File: config.mk
export PLATFORM = sky130hd
export DESIGN_NAME = wp_seq_detect
export DESIGN_NICKNAME = d
export VERILOG_FILES = /design/src/rtl/wp_seq_pkg.sv /design/src/rtl/wp_rst_sync.sv /design/src/rtl/wp_addr_match.sv /design/src/rtl/wp_step_ctrl.sv /design/src/rtl/wp_flag_reg.sv /design/src/rtl/wp_seq_detect.sv
export SDC_FILE = /design/constraint.sdc
export NUM_CORES = 1
export LEC_CHECK = 0
export BUFFER_PORTS_ARGS = -buffer_cell sky130_fd_sc_hd__buf_4
export CAP_MARGIN = 25
export CORE_AREA = 2 2 39 41
export CTS_CLUSTER_DIAMETER = 80
export DETAILED_ROUTE_END_ITERATION = 12
export DIE_AREA = 0 0 41 43
export PLACE_DENSITY = 0.66
export SYNTH_ARGS = -nofsm -noshare
export SYNTH_HDL_FRONTEND = slang
export SYNTH_SLANG_ARGS = --single-unit
File: constraint.sdc
create_clock -name clk -period 0.8 [get_ports clk]
set_clock_uncertainty 0.1 [all_clocks]
set_input_delay 0.08 -clock clk [delete_from_list [all_inputs] [get_ports clk]]
set_output_delay 0.08 -clock clk [all_outputs]
set_load 0.1 [all_outputs]
File: src/rtl/wp_seq_pkg.sv
package wp_seq_pkg;

  parameter int unsigned WP_ADDR_W  = 19;
  parameter int unsigned WP_SEQ_LEN = 7;

  localparam int unsigned WP_STEP_W = $clog2(WP_SEQ_LEN);
  localparam int unsigned WP_LAST   = WP_SEQ_LEN - 1;

  typedef logic [WP_ADDR_W-1:0] wp_addr_t;
  typedef logic [WP_STEP_W-1:0] wp_step_t;

  // Final-step alternatives: they decide the direction of the flag change.
  localparam wp_addr_t WP_UNLOCK_TAIL = wp_addr_t'(16'h041A);
  localparam wp_addr_t WP_LOCK_TAIL   = wp_addr_t'(16'h040A);

  // Shared prefix addresses, in the order they must be read.
  function automatic wp_addr_t wp_step_addr(input int unsigned idx);
    wp_addr_t a;
    case (idx)
      0:       a = wp_addr_t'(16'h1823);
      1:       a = wp_addr_t'(16'h1820);
      2:       a = wp_addr_t'(16'h1822);
      3:       a = wp_addr_t'(16'h0418);
      4:       a = wp_addr_t'(16'h041B);
      5:       a = wp_addr_t'(16'h0419);
      default: a = '1;
    endcase
    return a;
  endfunction

endpackage

File: src/rtl/wp_rst_sync.sv
module wp_rst_sync #(
  parameter int unsigned STAGES = 2
) (
  input  logic clk,
  input  logic rst_n,
  output logic srst_n
);

  logic [STAGES-1:0] sync_q;

  always_ff @(posedge clk or negedge rst_n) begin
    if (!rst_n) begin
      sync_q <= '0;
    end else begin
      sync_q <= {sync_q[STAGES-2:0], 1'b1};
    end
  end

  assign srst_n = sync_q[STAGES-1];

endmodule

File: src/rtl/wp_addr_match.sv
module wp_addr_match
  import wp_seq_pkg::*;
(
  input  wp_step_t step,
  input  wp_addr_t addr,
  output logic     hit_next,
  output logic     hit_head,
  output logic     hit_unlock,
  output logic     hit_lock
);

  logic [WP_SEQ_LEN-1:0] step_hit;

  // One comparator per prefix position; the last slot never matches here.
  for (genvar g = 0; g < WP_SEQ_LEN; g++) begin : g_cmp
    if (g < WP_LAST) begin : g_prefix
      assign step_hit[g] = (addr == wp_step_addr(g));
    end else begin : g_tail
      assign step_hit[g] = 1'b0;
    end
  end

  assign hit_next   = step_hit[step];
  assign hit_head   = step_hit[0];
  assign hit_unlock = (addr == WP_UNLOCK_TAIL);
  assign hit_lock   = (addr == WP_LOCK_TAIL);

endmodule

File: src/rtl/wp_step_ctrl.sv
module wp_step_ctrl
  import wp_seq_pkg::*;
(
  input  logic     clk,
  input  logic     srst_n,
  input  logic     rd_stb,
  input  logic     wr_stb,
  input  logic     hit_next,
  input  logic     hit_head,
  input  logic     hit_unlock,
  input  logic     hit_lock,
  output wp_step_t step_q,
  output logic     seq_done,
  output logic     lock_req
);

  localparam wp_step_t LAST_STEP = wp_step_t'(WP_LAST);
  localparam wp_step_t HEAD_NEXT = wp_step_t'(1);

  wp_step_t step_d;
  logic     step_en;
  logic     rd_take;
  logic     at_last;

  assign rd_take = rd_stb && !wr_stb;
  assign at_last = (step_q == LAST_STEP);
  assign step_en = rd_stb || wr_stb;

  always_comb begin
    step_d = step_q;
    if (wr_stb) begin
      step_d = '0;
    end else if (rd_stb) begin
      if (!at_last && hit_next) begin
        step_d = step_q + HEAD_NEXT;
      end else if (hit_head) begin
        step_d = HEAD_NEXT;
      end else begin
        step_d = '0;
      end
    end
  end

  always_ff @(posedge clk or negedge srst_n) begin
    if (!srst_n) begin
      step_q <= '0;
    end else if (step_en) begin
      step_q <= step_d;
    end
  end

  assign seq_done = rd_take && at_last && (hit_unlock || hit_lock);
  assign lock_req = hit_lock;

endmodule

File: src/rtl/wp_flag_reg.sv
module wp_flag_reg (
  input  logic clk,
  input  logic srst_n,
  input  logic seq_done,
  input  logic lock_req,
  output logic prot_q
);

  logic prot_d;

  always_comb begin
    prot_d = prot_q;
    if (seq_done) begin
      prot_d = lock_req;
    end
  end

  always_ff @(posedge clk or negedge srst_n) begin
    if (!srst_n) begin
      prot_q <= 1'b1;
    end else if (seq_done) begin
      prot_q <= prot_d;
    end
  end

endmodule

File: src/rtl/wp_seq_detect.sv
module wp_seq_detect
  import wp_seq_pkg::*;
(
  input  logic                 clk,
  input  logic                 rst_n,
  input  logic                 rd_stb,
  input  logic [WP_ADDR_W-1:0] rd_addr,
  input  logic                 wr_stb,
  output logic                 wp_protected
);

  logic     srst_n;
  wp_step_t step_q;
  logic     hit_next;
  logic     hit_head;
  logic     hit_unlock;
  logic     hit_lock;
  logic     seq_done;
  logic     lock_req;

  wp_rst_sync #(.STAGES(2)) i_rst_sync (
    .clk    (clk),
    .rst_n  (rst_n),
    .srst_n (srst_n)
  );

  wp_addr_match i_addr_match (
    .step       (step_q),
    .addr       (rd_addr),
    .hit_next   (hit_next),
    .hit_head   (hit_head),
    .hit_unlock (hit_unlock),
    .hit_lock   (hit_lock)
  );

  wp_step_ctrl i_step_ctrl (
    .clk        (clk),
    .srst_n     (srst_n),
    .rd_stb     (rd_stb),
    .wr_stb     (wr_stb),
    .hit_next   (hit_next),
    .hit_head   (hit_head),
    .hit_unlock (hit_unlock),
    .hit_lock   (hit_lock),
    .step_q     (step_q),
    .seq_done   (seq_done),
    .lock_req   (lock_req)
  );

  wp_flag_reg i_flag_reg (
    .clk      (clk),
    .srst_n   (srst_n),
    .seq_done (seq_done),
    .lock_req (lock_req),
    .prot_q   (wp_protected)
  );

endmodule

**Word level (Yosys, flattened, before mapping)**

Index checks and enable logic that the tools add are counted.

- Add/subtract/negate cells: 1
- $lt $le $gt $ge: 1
- Equal/unequal tests: 9
- Muxes and demuxes: 6
- Reductions and logical operators: 10

Operators by type and width:

| kind | number |
|---|---|
| == test 19 x 11 -> 1 bit, second input constant | 5 |
| == test 19 x 13 -> 1 bit, second input constant | 3 |
| 2-to-1 mux 3 bit | 3 |
| logical AND 1 bit | 4 |
| less-than comparator 3 x 4 -> 1 bit, second input constant | 1 |
| adder 3 x 1 -> 3 bit, second input constant | 1 |
| binary-select mux 1 bit (select 3 bit) | 1 |
| == test 3 bit, second input constant | 1 |
| zero test 1 bit | 2 |
| logical OR 1 bit | 2 |
| 2-to-1 mux 1 bit | 2 |
| AND reduction 2 bit | 1 |
| nonzero test 2 bit | 1 |

- Register bits: 6
- Input port bits: 23
- Output and inout bits: 1
- Word-level logic and storage cells: 30

**Logic depth before layout (Yosys ltp)**

Gate-level depths: netlist of the first run.

- Depth after elaboration: 7
- Depth in mapped cells: 7
- Mapped depth without buffers: 7

**Hierarchy**

A second synthesis of the first run with hierarchy kept.

- Cell total of the unflattened synthesis: 55
- Area total of the unflattened synthesis: 535.5 µm²

By module, submodules not included:

| module | times used | cells an instance | area each (µm²) | sequential area each (µm²) |
|---|---|---|---|---|
| wp_step_ctrl | 1 | 24 | 226.5 | 75.1 |
| wp_addr_match | 1 | 26 | 214.0 | 0.0 |
| wp_rst_sync | 1 | 3 | 53.8 | 50.0 |
| wp_flag_reg | 1 | 2 | 41.3 | 26.3 |

**Worst setup path before layout of the first run**

No wires, ideal clock.

- Path kind: register to register
- From: reg i_step_ctrl.step_q[0]
- To: reg i_step_ctrl.step_q[0]
- Setup time: 123 ps
- Arrival: 1365 ps
- Required time: 577 ps
- Slack: -788 ps
- Stages on the path, launching flop included: 6
- Buffers on the path: 0
- Clock period less this slack: 1588 ps
- Path through: dfrtp_1 -> and4bb_2 -> nor3_1 -> o32ai_2 -> mux2i_1 -> a21oi_1

- Longest elaborated chain between the ends: 6
- Elaborated cells on any way between the ends: 9
- Those cells by class: add/sub: 1; eq/ne: 1; mux: 5; reduce/logical: 2

Ends and longest elaborated chain:

| what | line | text |
|---|---|---|
| start, declared | wp_step_ctrl.sv:12 | `output wp_step_t step_q,` |
| start signal, assigned | wp_step_ctrl.sv:48 | `step_q <= step_d;` |
| binary-select mux 1 bit (select 3 bit) / == test 3 bit (equally long branches) | wp_addr_match.sv:23, wp_step_ctrl.sv:26 |  |
| 2-to-1 mux 1 bit (implied by the code) / zero test 1 bit (equally long branches) | wp_addr_match.sv:23, wp_step_ctrl.sv:34 |  |
| logical AND 1 bit | wp_step_ctrl.sv:34 | `if (!at_last && hit_next) begin` |
| 2-to-1 mux 3 bit (*) | wp_step_ctrl.sv:34 |  |
| 2-to-1 mux 3 bit (*) | wp_step_ctrl.sv:33 | `end else if (rd_stb) begin` |
| 2-to-1 mux 3 bit (*) | wp_step_ctrl.sv:31 | `if (wr_stb) begin` |

Mark *: on every way between the ends. The rest lies on a longest branch, timed or not. The select of a mux whose other input is x is not followed.
A chain may end at the register's enable or synchronous reset.

**Worst setup path in the final report of the first run**

Same ends and word-level chain as after synthesis.

==> results.md, run 1 <==
* CTS Buf Count at 3
* Synth Area in Compound Gates at 9.81%
* IO buf count at 23
* Gr ovfl total at 0
* Post-Route WL at 1350 µm
* Number of routed nets with antenna violations at 0
* Die Width at 41 µm
* Area of the multi-input gates at 329 µm²
* Ant diodes at 0
* Number of max-cap violations at 0
* Leak at ~0.36 nW
* Starting Density at 33.2%
* Unrepaired setup endpoints after global routing: yes
* Syn-to-layout area delta at 82.3%
* Cell count after synthesis at 51
* #FFs+latches synth at 6
* Min Tclk post-route at approximately 1.6 ns
* Final period util at 199%
* Failing checks: hold timing, setup timing
* Top post-synthesis cells by count: nand2_1, dfrtp_1, nor4_1
* Warnings from Yosys at 0
* Final core utilization at 60.5%
* Vias at ~540
* VDD IR-drop max at 0.725 mV
* Reg clk slew, reported paths at 0.05 ns
* Adder-Cell Fraction of Synth Area at 5.45%
* Syn Std Cell Area at 459 µm²
* Sequential share of the synthesized area at around 33%
* Largest net degree at the start of global routing at 8
* Initial antenna violation count at 0
* Worst EP arrival at 1.61 ns
* CP Launch Type: register
* Cts hold-fix bufs at 1
* CTS max path bufs at 2
* Routed wire per std cell at around 13 µm
* Critical Path Max Stage Delay at 0.45 ns
* Final hold vios at 3
* Min Hold Slack at -0.0329 ns
* Die height at 43 µm
* Max Clock Freq at about 0.63 GHz
* Final #Nets at 117
* Initial detailed-routing violation count at 5
* Critical path's slowest cell: dfrtp_2
* Number of global-route vias before repair at 582
* Gpl congestion at 0.813
* Vias per Instance at a little over 5
* Setup WS post-layout at -0.791 ns
* Synth Area in XOR/XNOR at 1.91%
* Synth cell types at 24
* Main combinational cell family by area after synthesis: simple AND/OR/NAND/NOR gates
* CTS tree: done
* Crit path max fanout at 7
* Multiplexer share of the synthesized area at 4.36%
* Total negative setup slack at -3.41 ns
* CP Capture Type: register
* CP bufs+invs at 1
* Syn_nets at 76
* Count leader, synth: nand2_1
* Core box area at 0.00138 mm²
* Sink Count at 6
* # fillers at 129
* Slew Viols, Final at 0
* Final setup viols at 5
* Layout cell share with drive strength beyond 1 at 54.9%
* Power Density at 932 mW/mm²
* # H-tree levels at 1
* Post-synth EDFFs at 0
* First-pass GRT wire length at 2280 µm
* Mapped Avg Cell Area at about 9 µm²
* Seq. cell area at 158 µm²
* Post-DP HPWL at ~1100 µm
* Status: finished, violations left
* Top_reg_cell synth: dfrtp_1
* Later-pin clock latency in the skew report at between 0.2 and 0.25 ns
* Die area at 0.00176 mm²
* Clock root cell: clkbuf_4
* Post-synth top area cell: dfrtp_1
* Synth area leaders: dfrtp_1, nor4_1, dfstp_2
* Core Rows at 14
* Worst min path class: register to asynchronous set/reset pin
* Crit-path leading delay family: compound AO/OA/AOI/OAI gates
* TritonRoute pass-1 iters at 2
* CP Cell Sequence: buf_6 > xnor2_1 > o22a_1 > o32ai_4 > mux2i_1 > a21oi_1
* Setup CP Type: register to register
* Data required, critical path at between 0.8 and 0.9 ns
* Total GRT Usage at 19.0%
* Remaining DRCs at 0
* Total I/O pin count at 24
* FFs w/ async S/R, synth at 100%
* Post-Synth Simple-Gate Area at roughly two fifths
* Post-synth top area share at a little over a quarter
placed cells by master, fill, tap and decap left out, types with 2 or more instances in the layout:
cell	count
nand4_1	2
dfrtp_1	3
and4bb_2	2
inv_1	3
dfrtp_2	2
nor4b_1	2
nor3_1	2
a21oi_1	3
nand3_1	3
mux2i_1	2
clkbuf_4	3
nor4_1	4
nand2_1	5
buf_4	33
area by class of cell:
class | instances | share of cell area (%)
multi-input cells | 41 | 39.3
clock buffers | 4 | 3.14
flip-flops and latches | 6 | 18.8
repair buffers | 36 | 34.5
inverters | 4 | 1.79
well taps | 16 | 2.39
state kept, by name (all words and copies together) (netlist names):
signal	count
i_rst_sync.sync_q	2
i_step_ctrl.step_q	3
i_flag_reg.prot_q	1
metal layers:
layer	global-route usage [%]	wire length, µm
met2	32.8	764
met5	0	0
met4	10.0	0
met1	21.5	556
met3	1.57	31
timing repair:
item | 4_1_cts | 5_1_grt
endpoints found under the setup margin | 5 | 5
endpoints found under the hold margin | 6 | 3
resized for setup | 4 | 8
pin swaps | 4 | 7
setup buffers | 2 | 0
where the power goes:
part           leakage (nW)  internal (mW)  switching (mW)  total (mW)
clock                0.0150          0.189           0.110       0.299
combinational         0.269          0.110          0.0573       0.167
sequential           0.0722          0.309         0.00467       0.314
cells by family (layout without fill, tap and decap cells):
group / after synthesis / after routing
AND/OR/NAND/NOR: 29 / 29
XOR/XNOR: 1 / 1
buffers and inverters: 4 / 44
flip-flops: 6 / 6
AO/OA/AOI/OAI: 6 / 6
multiplexers: 2 / 2
other: 1 / 1
adder cells (fa/ha/maj): 2 / 2
stage by stage:
| stage | power, mW | std cells | setup WS, ns | instance area [µm²] |
|---|---|---|---|---|
| 2_1_floorplan | 0.341 | 51 | -0.722 | 464 |
| 3_3_place_gp | 0.473 | 100 | -0.799 | 732 |
| 3_5_place_dp | 0.476 | 100 | -0.865 | 732 |
| 4_1_cts | 0.793 | 107 | -0.862 | 797 |
| 5_1_grt | 0.839 | 107 | -0.868 | 837 |
| 6_report | 0.780 | 107 | -0.791 | 837 |
final timing paths:
kind | from | to | slack (ns) | depth (start not counted)
worst max-delay path | i_step_ctrl.step_q[0]$_DFFE_PN0P_ | i_step_ctrl.step_q[0]$_DFFE_PN0P_ | -0.79 | 6
worst min-delay path | i_rst_sync.sync_q[1]$_DFF_PN0_ | i_step_ctrl.step_q[2]$_DFFE_PN0P_ | -0.03 | 0
worst max register to register | i_step_ctrl.step_q[0]$_DFFE_PN0P_ | i_step_ctrl.step_q[0]$_DFFE_PN0P_ | -0.79 | 6
worst min register to register | i_rst_sync.sync_q[1]$_DFF_PN0_ | i_step_ctrl.step_q[2]$_DFFE_PN0P_ | -0.03 | 0
max in group asynchronous | i_rst_sync.sync_q[1]$_DFF_PN0_ | i_flag_reg.prot_q$_DFFE_PN1P_ | 0.41 | 0
min in group clk | rd_addr[4] | i_flag_reg.prot_q$_DFFE_PN1P_ | 0.01 | 3
No activity file was read; power rests on OpenSTA's default activity.
==> inputs of run 2 (changes only) <==
--- a/config.mk
+++ b/config.mk
@@ -8,6 +8,7 @@
 export BUFFER_PORTS_ARGS = -buffer_cell sky130_fd_sc_hd__buf_4
 export CAP_MARGIN = 25
 export CORE_AREA = 2 2 39 41
+export CTS_BUF_LIST = sky130_fd_sc_hd__clkbuf_16
 export CTS_CLUSTER_DIAMETER = 80
 export DETAILED_ROUTE_END_ITERATION = 12
 export DIE_AREA = 0 0 41 43
==> run 2 against run 1 <==
  * The flow still finishes with violations (hold timing, setup timing)
  * Combinational power about the same
  * Power increased by 65%
  * Core utilization increased by 3.8 points
  * Largest power group is now clock
==> results.md, run 2 (same netlist as run 1, synthesis figures left out) <==
* Slew Viols, Final at 0
* Min Tclk post-route at 1.59 ns
* # H-tree levels at 1
* Final hold vios at 3
* Later-pin clock latency in the skew report at 0.23 ns
* Gr ovfl total at 0
* Total GRT Usage at 18.9%
* Final Cell Area at 890 µm²
* Data required, critical path at 0.80 ns
* Core box area at 0.00138 mm²
* Initial detailed-routing violation count at 4
* R2r endpoint: i_step_ctrl.step_q[0]$_DFFE_PN0P_
* Final period util at 199%
* Vias per Instance at 5.10
* Initial antenna violation count at 0
* Reg clk slew, reported paths at 0.03 ns
* Sink Count at 6
* Sw frac at between 10% and 20%
* Min Hold Slack at -0.0363 ns
* Final #Nets at 117
* Starting Density at between 30% and 40%
* Switching power at 0.219 mW
* VDD IR-drop max at 1.46 mV
* Die height at 43 µm
* Critical path endpoint: i_step_ctrl.step_q[0]$_DFFE_PN0P_
* Cells on worst reg2reg path at 6
* Layout cell share with drive strength beyond 1 at between 50 and 60%
* Most Crowded Layer GR: met2
* Sequential share of power at 24.5%
* Most frequent cells in the layout: buf_4, nand2_1, inv_1, nor4_1
* Commonest non-fill, non-tap cell in the layout: buf_4
* IO buf count at 23
* Largest net degree at the start of global routing at 8
* Setup crit start: i_step_ctrl.step_q[0]$_DFFE_PN0P_
* Die Width at around 40 µm
* Gpl congestion at 0.813
* Worst EP arrival at 1.60 ns
* Setup WS post-layout at -0.792 ns
* Total I/O pin count at 24
* FF-to-FF setup slack at -0.79 ns
* Syn-to-layout area delta at 93.7%
* R2r startpoint: i_step_ctrl.step_q[0]$_DFFE_PN0P_
* Number of max-cap violations at 0
* Clk network pwr share at 62.5%
* Cts hold-fix bufs at 1
* Max Clock Freq at 0.628 GHz
* Clock root cell: clkbuf_16
* CTS Buf Count at 3
* Met2 Use GR at around a third
* Power Internal at 1.07 mW
* Number of routed nets with antenna violations at 0
* Leak at 0.383 nW
* Met3 Usage GRT at 1.57%
* Post-Route WL at 1340 µm
* Status: finished, violations left
* Grt met1 use at 21.5%
* Routed wire per std cell at approximately 13 µm
* Final core utilization at between 60% and 70%
* Vias at 546
* Logic pwr share at 13.0%
* CTS tree: done
* First-pass GRT wire length at approximately 2300 µm
* Core Rows at 14
* Crit path max fanout at 7
* Die area at 0.00176 mm²
* CP Launch Type: register
* Reg with most FFs: i_step_ctrl.step_q
* Worst min path class: register to asynchronous set/reset pin
* Setup CP Type: register to register
* Failing checks: hold timing, setup timing
* Largest register FFs at 3
* Ant diodes at 0
* Post-DP HPWL at 1110 µm
* Number of global-route vias before repair at approximately 590
* Final setup viols at 5
* Regs by FF count: i_step_ctrl.step_q x3, i_rst_sync.sync_q x2, i_flag_reg.prot_q x1
* CP Capture Type: register
* Dpl cell area at 732 µm²
* CTS max path bufs at 2
* Remaining DRCs at 0
* TritonRoute pass-1 iters at 2
* Power Density at 1450 mW/mm²
* Cells after DPL at 100
* Unrepaired setup endpoints after global routing: yes
* Finished Layout Cells at 107
[run 2: cell types whose count changed in the layout (fill, tap and decap cells not counted)]
cell       previous run  this run
clkbuf_1              1         0
clkbuf_16             0         3
clkbuf_4              3         0
inv_1                 3         4
[run 2: how the worst min path moves through the flow]
| stage | startpoint | end | slack (ns) | cells after the start |
|---|---|---|---|---|
| 2_1_floorplan | rst_n | i_rst_sync.sync_q[0]$_DFF_PN0_ | -0.32 | 0 |
| 3_5_place_dp | rst_n | i_rst_sync.sync_q[1]$_DFF_PN0_ | -0.24 | 1 |
| 5_1_grt | i_rst_sync.sync_q[1]$_DFF_PN0_ | i_step_ctrl.step_q[2]$_DFFE_PN0P_ | -0.02 | 0 |
| 4_1_cts | i_rst_sync.sync_q[1]$_DFF_PN0_ | i_step_ctrl.step_q[2]$_DFFE_PN0P_ | -0.03 | 0 |
| 3_3_place_gp | rst_n | i_rst_sync.sync_q[0]$_DFF_PN0_ | -0.24 | 1 |
| 6_report | i_rst_sync.sync_q[1]$_DFF_PN0_ | i_step_ctrl.step_q[2]$_DFFE_PN0P_ | -0.04 | 0 |
[run 2: area by class of cell]
| type | instances | area, µm² |
|---|---|---|
| Tap cell | 16 | 20.0 |
| Clock buffer | 3 | 75.1 |
| Multi-Input combinational cell | 41 | 329 |
| Inverter | 4 | 15.0 |
| Timing Repair Buffer | 36 | 289 |
| Clock inverter | 1 | 3.75 |
| Sequential cell | 6 | 158 |
| Fill cell | 121 | 494 |
[run 2: layer usage]
layer / vias to the layer above / part of all wire, % / routed length, µm
met1: 266 / 41 / 546
met3: 0 / 1.6 / 22
met2: 5 / 58 / 774
li1: 275 / - / -
met5: - / 0 / 0
met4: 0 / 0 / 0
[run 2: power groups by stage]
stage | Clock (mW) | Sequential [mW] | Combinational, mW
global route | 0.856 | 0.316 | 0.182
global placement | 0 | 0.318 | 0.154
floorplan | 0 | 0.317 | 0.0234
detailed placement | 0 | 0.319 | 0.157
finish | 0.805 | 0.315 | 0.167
CTS | 0.818 | 0.315 | 0.161
[run 2: timing repair]
| action | CTS | global route |
|---|---|---|
| pin swaps | 4 | 7 |
| setup buffers | 2 | 0 |
| hold endpoints to repair | 5 | 3 |
| resized for setup | 4 | 8 |
| gates cloned | 0 | 0 |
| setup endpoints to repair | 5 | 5 |
[run 2: worst max-delay path, cell delays in order, from the launching register on]
cell     delay, ns
dfrtp_2       0.44
buf_6         0.13
xnor2_1       0.11
o22a_1        0.23
o32ai_4       0.17
mux2i_1       0.22
a21oi_1       0.08
[run 2: stage by stage]
stage / TNS (ns) / worst slack (ns) / power, mW
4_1_cts: -3.51 / -0.860 / 1.30
2_1_floorplan: -2.69 / -0.722 / 0.341
3_3_place_gp: -3.16 / -0.799 / 0.473
6_report: -3.38 / -0.792 / 1.29
5_1_grt: -3.72 / -0.865 / 1.35
3_5_place_dp: -3.43 / -0.865 / 0.476
==> inputs of run 3 (changes only) <==
--- a/config.mk
+++ b/config.mk
@@ -8,7 +8,7 @@
 export BUFFER_PORTS_ARGS = -buffer_cell sky130_fd_sc_hd__buf_4
 export CAP_MARGIN = 25
 export CORE_AREA = 2 2 39 41
-export CTS_BUF_LIST = sky130_fd_sc_hd__clkbuf_16
+export CTS_BUF_LIST = sky130_fd_sc_hd__clkbuf_8
 export CTS_CLUSTER_DIAMETER = 80
 export DETAILED_ROUTE_END_ITERATION = 12
 export DIE_AREA = 0 0 41 43
@@ -16,3 +16,4 @@
 export SYNTH_ARGS = -nofsm -noshare
 export SYNTH_HDL_FRONTEND = slang
 export SYNTH_SLANG_ARGS = --single-unit
+export TNS_END_PERCENT = 50
==> run 3 against run 2 <==
  * Via count is 1.6% lower
  * Final cell count is 0.93% higher
  * Largest power group unchanged
  * Critical path type unchanged
  * Clock power is 44% lower
  * The flow still finishes with violations (hold timing, setup timing)
  * Highest routed layer unchanged
  * Cell area is 7.2% lower
  * Largest cell class unchanged
  * Sequential power hardly changed
  * First-iteration DRC count is 100% higher
  * Worst setup slack worse by 0.0070 ns
  * Non-clock buffer count is 1 higher
  * Flip-flop and latch count stayed put
  * Global-route usage is 2.8 points lower
  * Combinational power hardly changed
  * Sequential share of layout area is 0.91 points higher
==> results.md, run 3 (same netlist as run 1, synthesis figures left out) <==
* Total power at ~0.93 mW
* CTS max path bufs at 2
* Sequential share of power at 34.0%
* Final core utilization at about three fifths
* IO buf count at 23
* Cts hold-fix bufs at 1
* Worst slack, placed at -0.813 ns
* Number of global-route vias before repair at between 500 and 600
* Total GRT Usage at 16.1%
* Post-DP HPWL at 1050 µm
* Core Rows at 14
* Final Cell Area at 826 µm²
* Later-pin clock latency in the skew report at approximately 0.22 ns
* Power Density at 1120 mW/mm²
* Clk network pwr share at 48.2%
* First-pass GRT wire length at 1990 µm
* Initial antenna violation count at 0
* Die height at 43 µm
* Core box area at about 0.0014 mm²
* Max Clock Freq at 0.625 GHz
* Number of routed nets with antenna violations at 0
* Largest register FFs at 3
* Regs by FF count: i_step_ctrl.step_q x3, i_rst_sync.sync_q x2, i_flag_reg.prot_q x1
* Cells after DPL at 103
* TritonRoute pass-1 iters at 3
* Final period util at 200%
* Setup WS post-layout at -0.799 ns
* Status: finished, violations left
* Post-Route WL at approximately 1200 µm
* Most frequent cells in the layout: buf_4, nand2_1, inv_1, nor4_1
* Gpl congestion at 0.800
* Reg clk slew, reported paths at 0.04 ns
* Final setup viols at 5
* Sink Count at 6
* Power Internal at 0.750 mW
* Die area at 0.00176 mm²
* CTS Buf Count at 3
* Ant diodes at 0
* Worst EP arrival at 1.60 ns
* Vias per Instance at 4.97
* Min Tclk post-route at around 1.6 ns
* Routed wire per std cell at 11.5 µm
* CP Capture Type: register
* Vias at 537
* Sw frac at about a fifth
* Min Hold Slack at -0.0524 ns
* Crit path max fanout at 7
* Logic pwr share at 17.7%
* Syn-to-layout area delta at 79.8%
* Die Width at 41 µm
* Layout cell share with drive strength beyond 1 at 51.1%
* Unrepaired setup endpoints after global routing: yes
* Clock root cell: clkbuf_8
* Worst min path class: register to asynchronous set/reset pin
* Data required, critical path at 0.80 ns
* Largest net degree at the start of global routing at 8
* Failing checks: hold timing, setup timing
* Setup CP Type: register to register
* Commonest non-fill, non-tap cell in the layout: buf_4
* Total I/O pin count at 24
* Starting Density at 33.2%
* Leak at between 0.3 and 0.4 nW
* VDD IR-drop max at between 0.9 and 1 mV
* Gr ovfl total at 0
* # H-tree levels at 1
* Slew Viols, Final at 0
* Initial detailed-routing violation count at 8
* CTS tree: done
* Reg with most FFs: i_step_ctrl.step_q
* Final #Nets at 118
* CP Launch Type: register
* # Post-CTS Setup Buffers at 0
* R2r startpoint: i_step_ctrl.step_q[1]$_DFFE_PN0P_
* Finished Layout Cells at ~110
* Dpl cell area at approximately 750 µm²
* Remaining DRCs at 0
* Switching power at 0.176 mW
* Number of max-cap violations at 0
* Final hold vios at 3
* Setup crit start: i_step_ctrl.step_q[1]$_DFFE_PN0P_
## run 3: cell count changes in the layout (fill, tap and decap cells not counted), sizes merged
cell  delta
buf      +1
## run 3: metrics by stage
stage | hold WS, ns | setup TNS, ns
after floorplan | -0.316 | -2.80
after global placement | -0.237 | -3.00
after detailed placement | -0.235 | -3.18
after CTS | -0.0437 | -3.23
after global routing | -0.0365 | -3.64
final | -0.0524 | -3.20
## run 3: worst max-delay path: stages (launching register included)
cell	delay (ns)
dfrtp_2	0.44
and4bb_2	0.30
nor3_1	0.05
o32ai_2	0.28
mux2i_1	0.23
a21oi_1	0.08
## run 3: cell type report
type,instances,area [µm²]
fillers,141,558
inverters,4,15.0
flip-flops and latches,6,154
repair buffers,37,293
multi-input cells,41,299
clock buffers,3,41.3
well taps,16,20.0
clock inverters,1,3.75
## run 3: path summary, 6_finish.rpt
| check | slack [ns] | to | depth (start not counted) |
|---|---|---|---|
| setup reg to reg | -0.80 | i_step_ctrl.step_q[0]$_DFFE_PN0P_ | 5 |
| hold reg to reg | -0.05 | i_step_ctrl.step_q[2]$_DFFE_PN0P_ | 0 |
| max in group asynchronous | 0.42 | i_flag_reg.prot_q$_DFFE_PN1P_ | 0 |
| setup / recovery | -0.80 | i_step_ctrl.step_q[0]$_DFFE_PN0P_ | 5 |
| min in group clk | 0.02 | i_flag_reg.prot_q$_DFFE_PN1P_ | 3 |
| hold / removal | -0.05 | i_step_ctrl.step_q[2]$_DFFE_PN0P_ | 0 |
## run 3: power groups by stage
stage	clock, mW	sequential [mW]	combinational (mW)
2_1_floorplan	0	0.318	0.0235
3_3_place_gp	0	0.319	0.156
3_5_place_dp	0	0.319	0.159
4_1_cts	0.461	0.316	0.163
5_1_grt	0.487	0.316	0.180
6_report	0.447	0.315	0.164
## run 3: repair_timing
item	CTS	global route
pin swaps	2	1
setup endpoints to repair	5	5
gates cloned	0	0
hold endpoints to repair	5	3
gates resized for setup	4	1
## run 3: per-layer routing
layer  wire, µm  global-route usage, %  share of wire (%)  vias up
li1           -                      -                  -      277
met1        564                   19.8                 46      255
met2        653                   27.2                 53        5
met3         19                   1.57                1.5        0
met4          0                   6.00                  0        0
met5          0                      0                  0        -
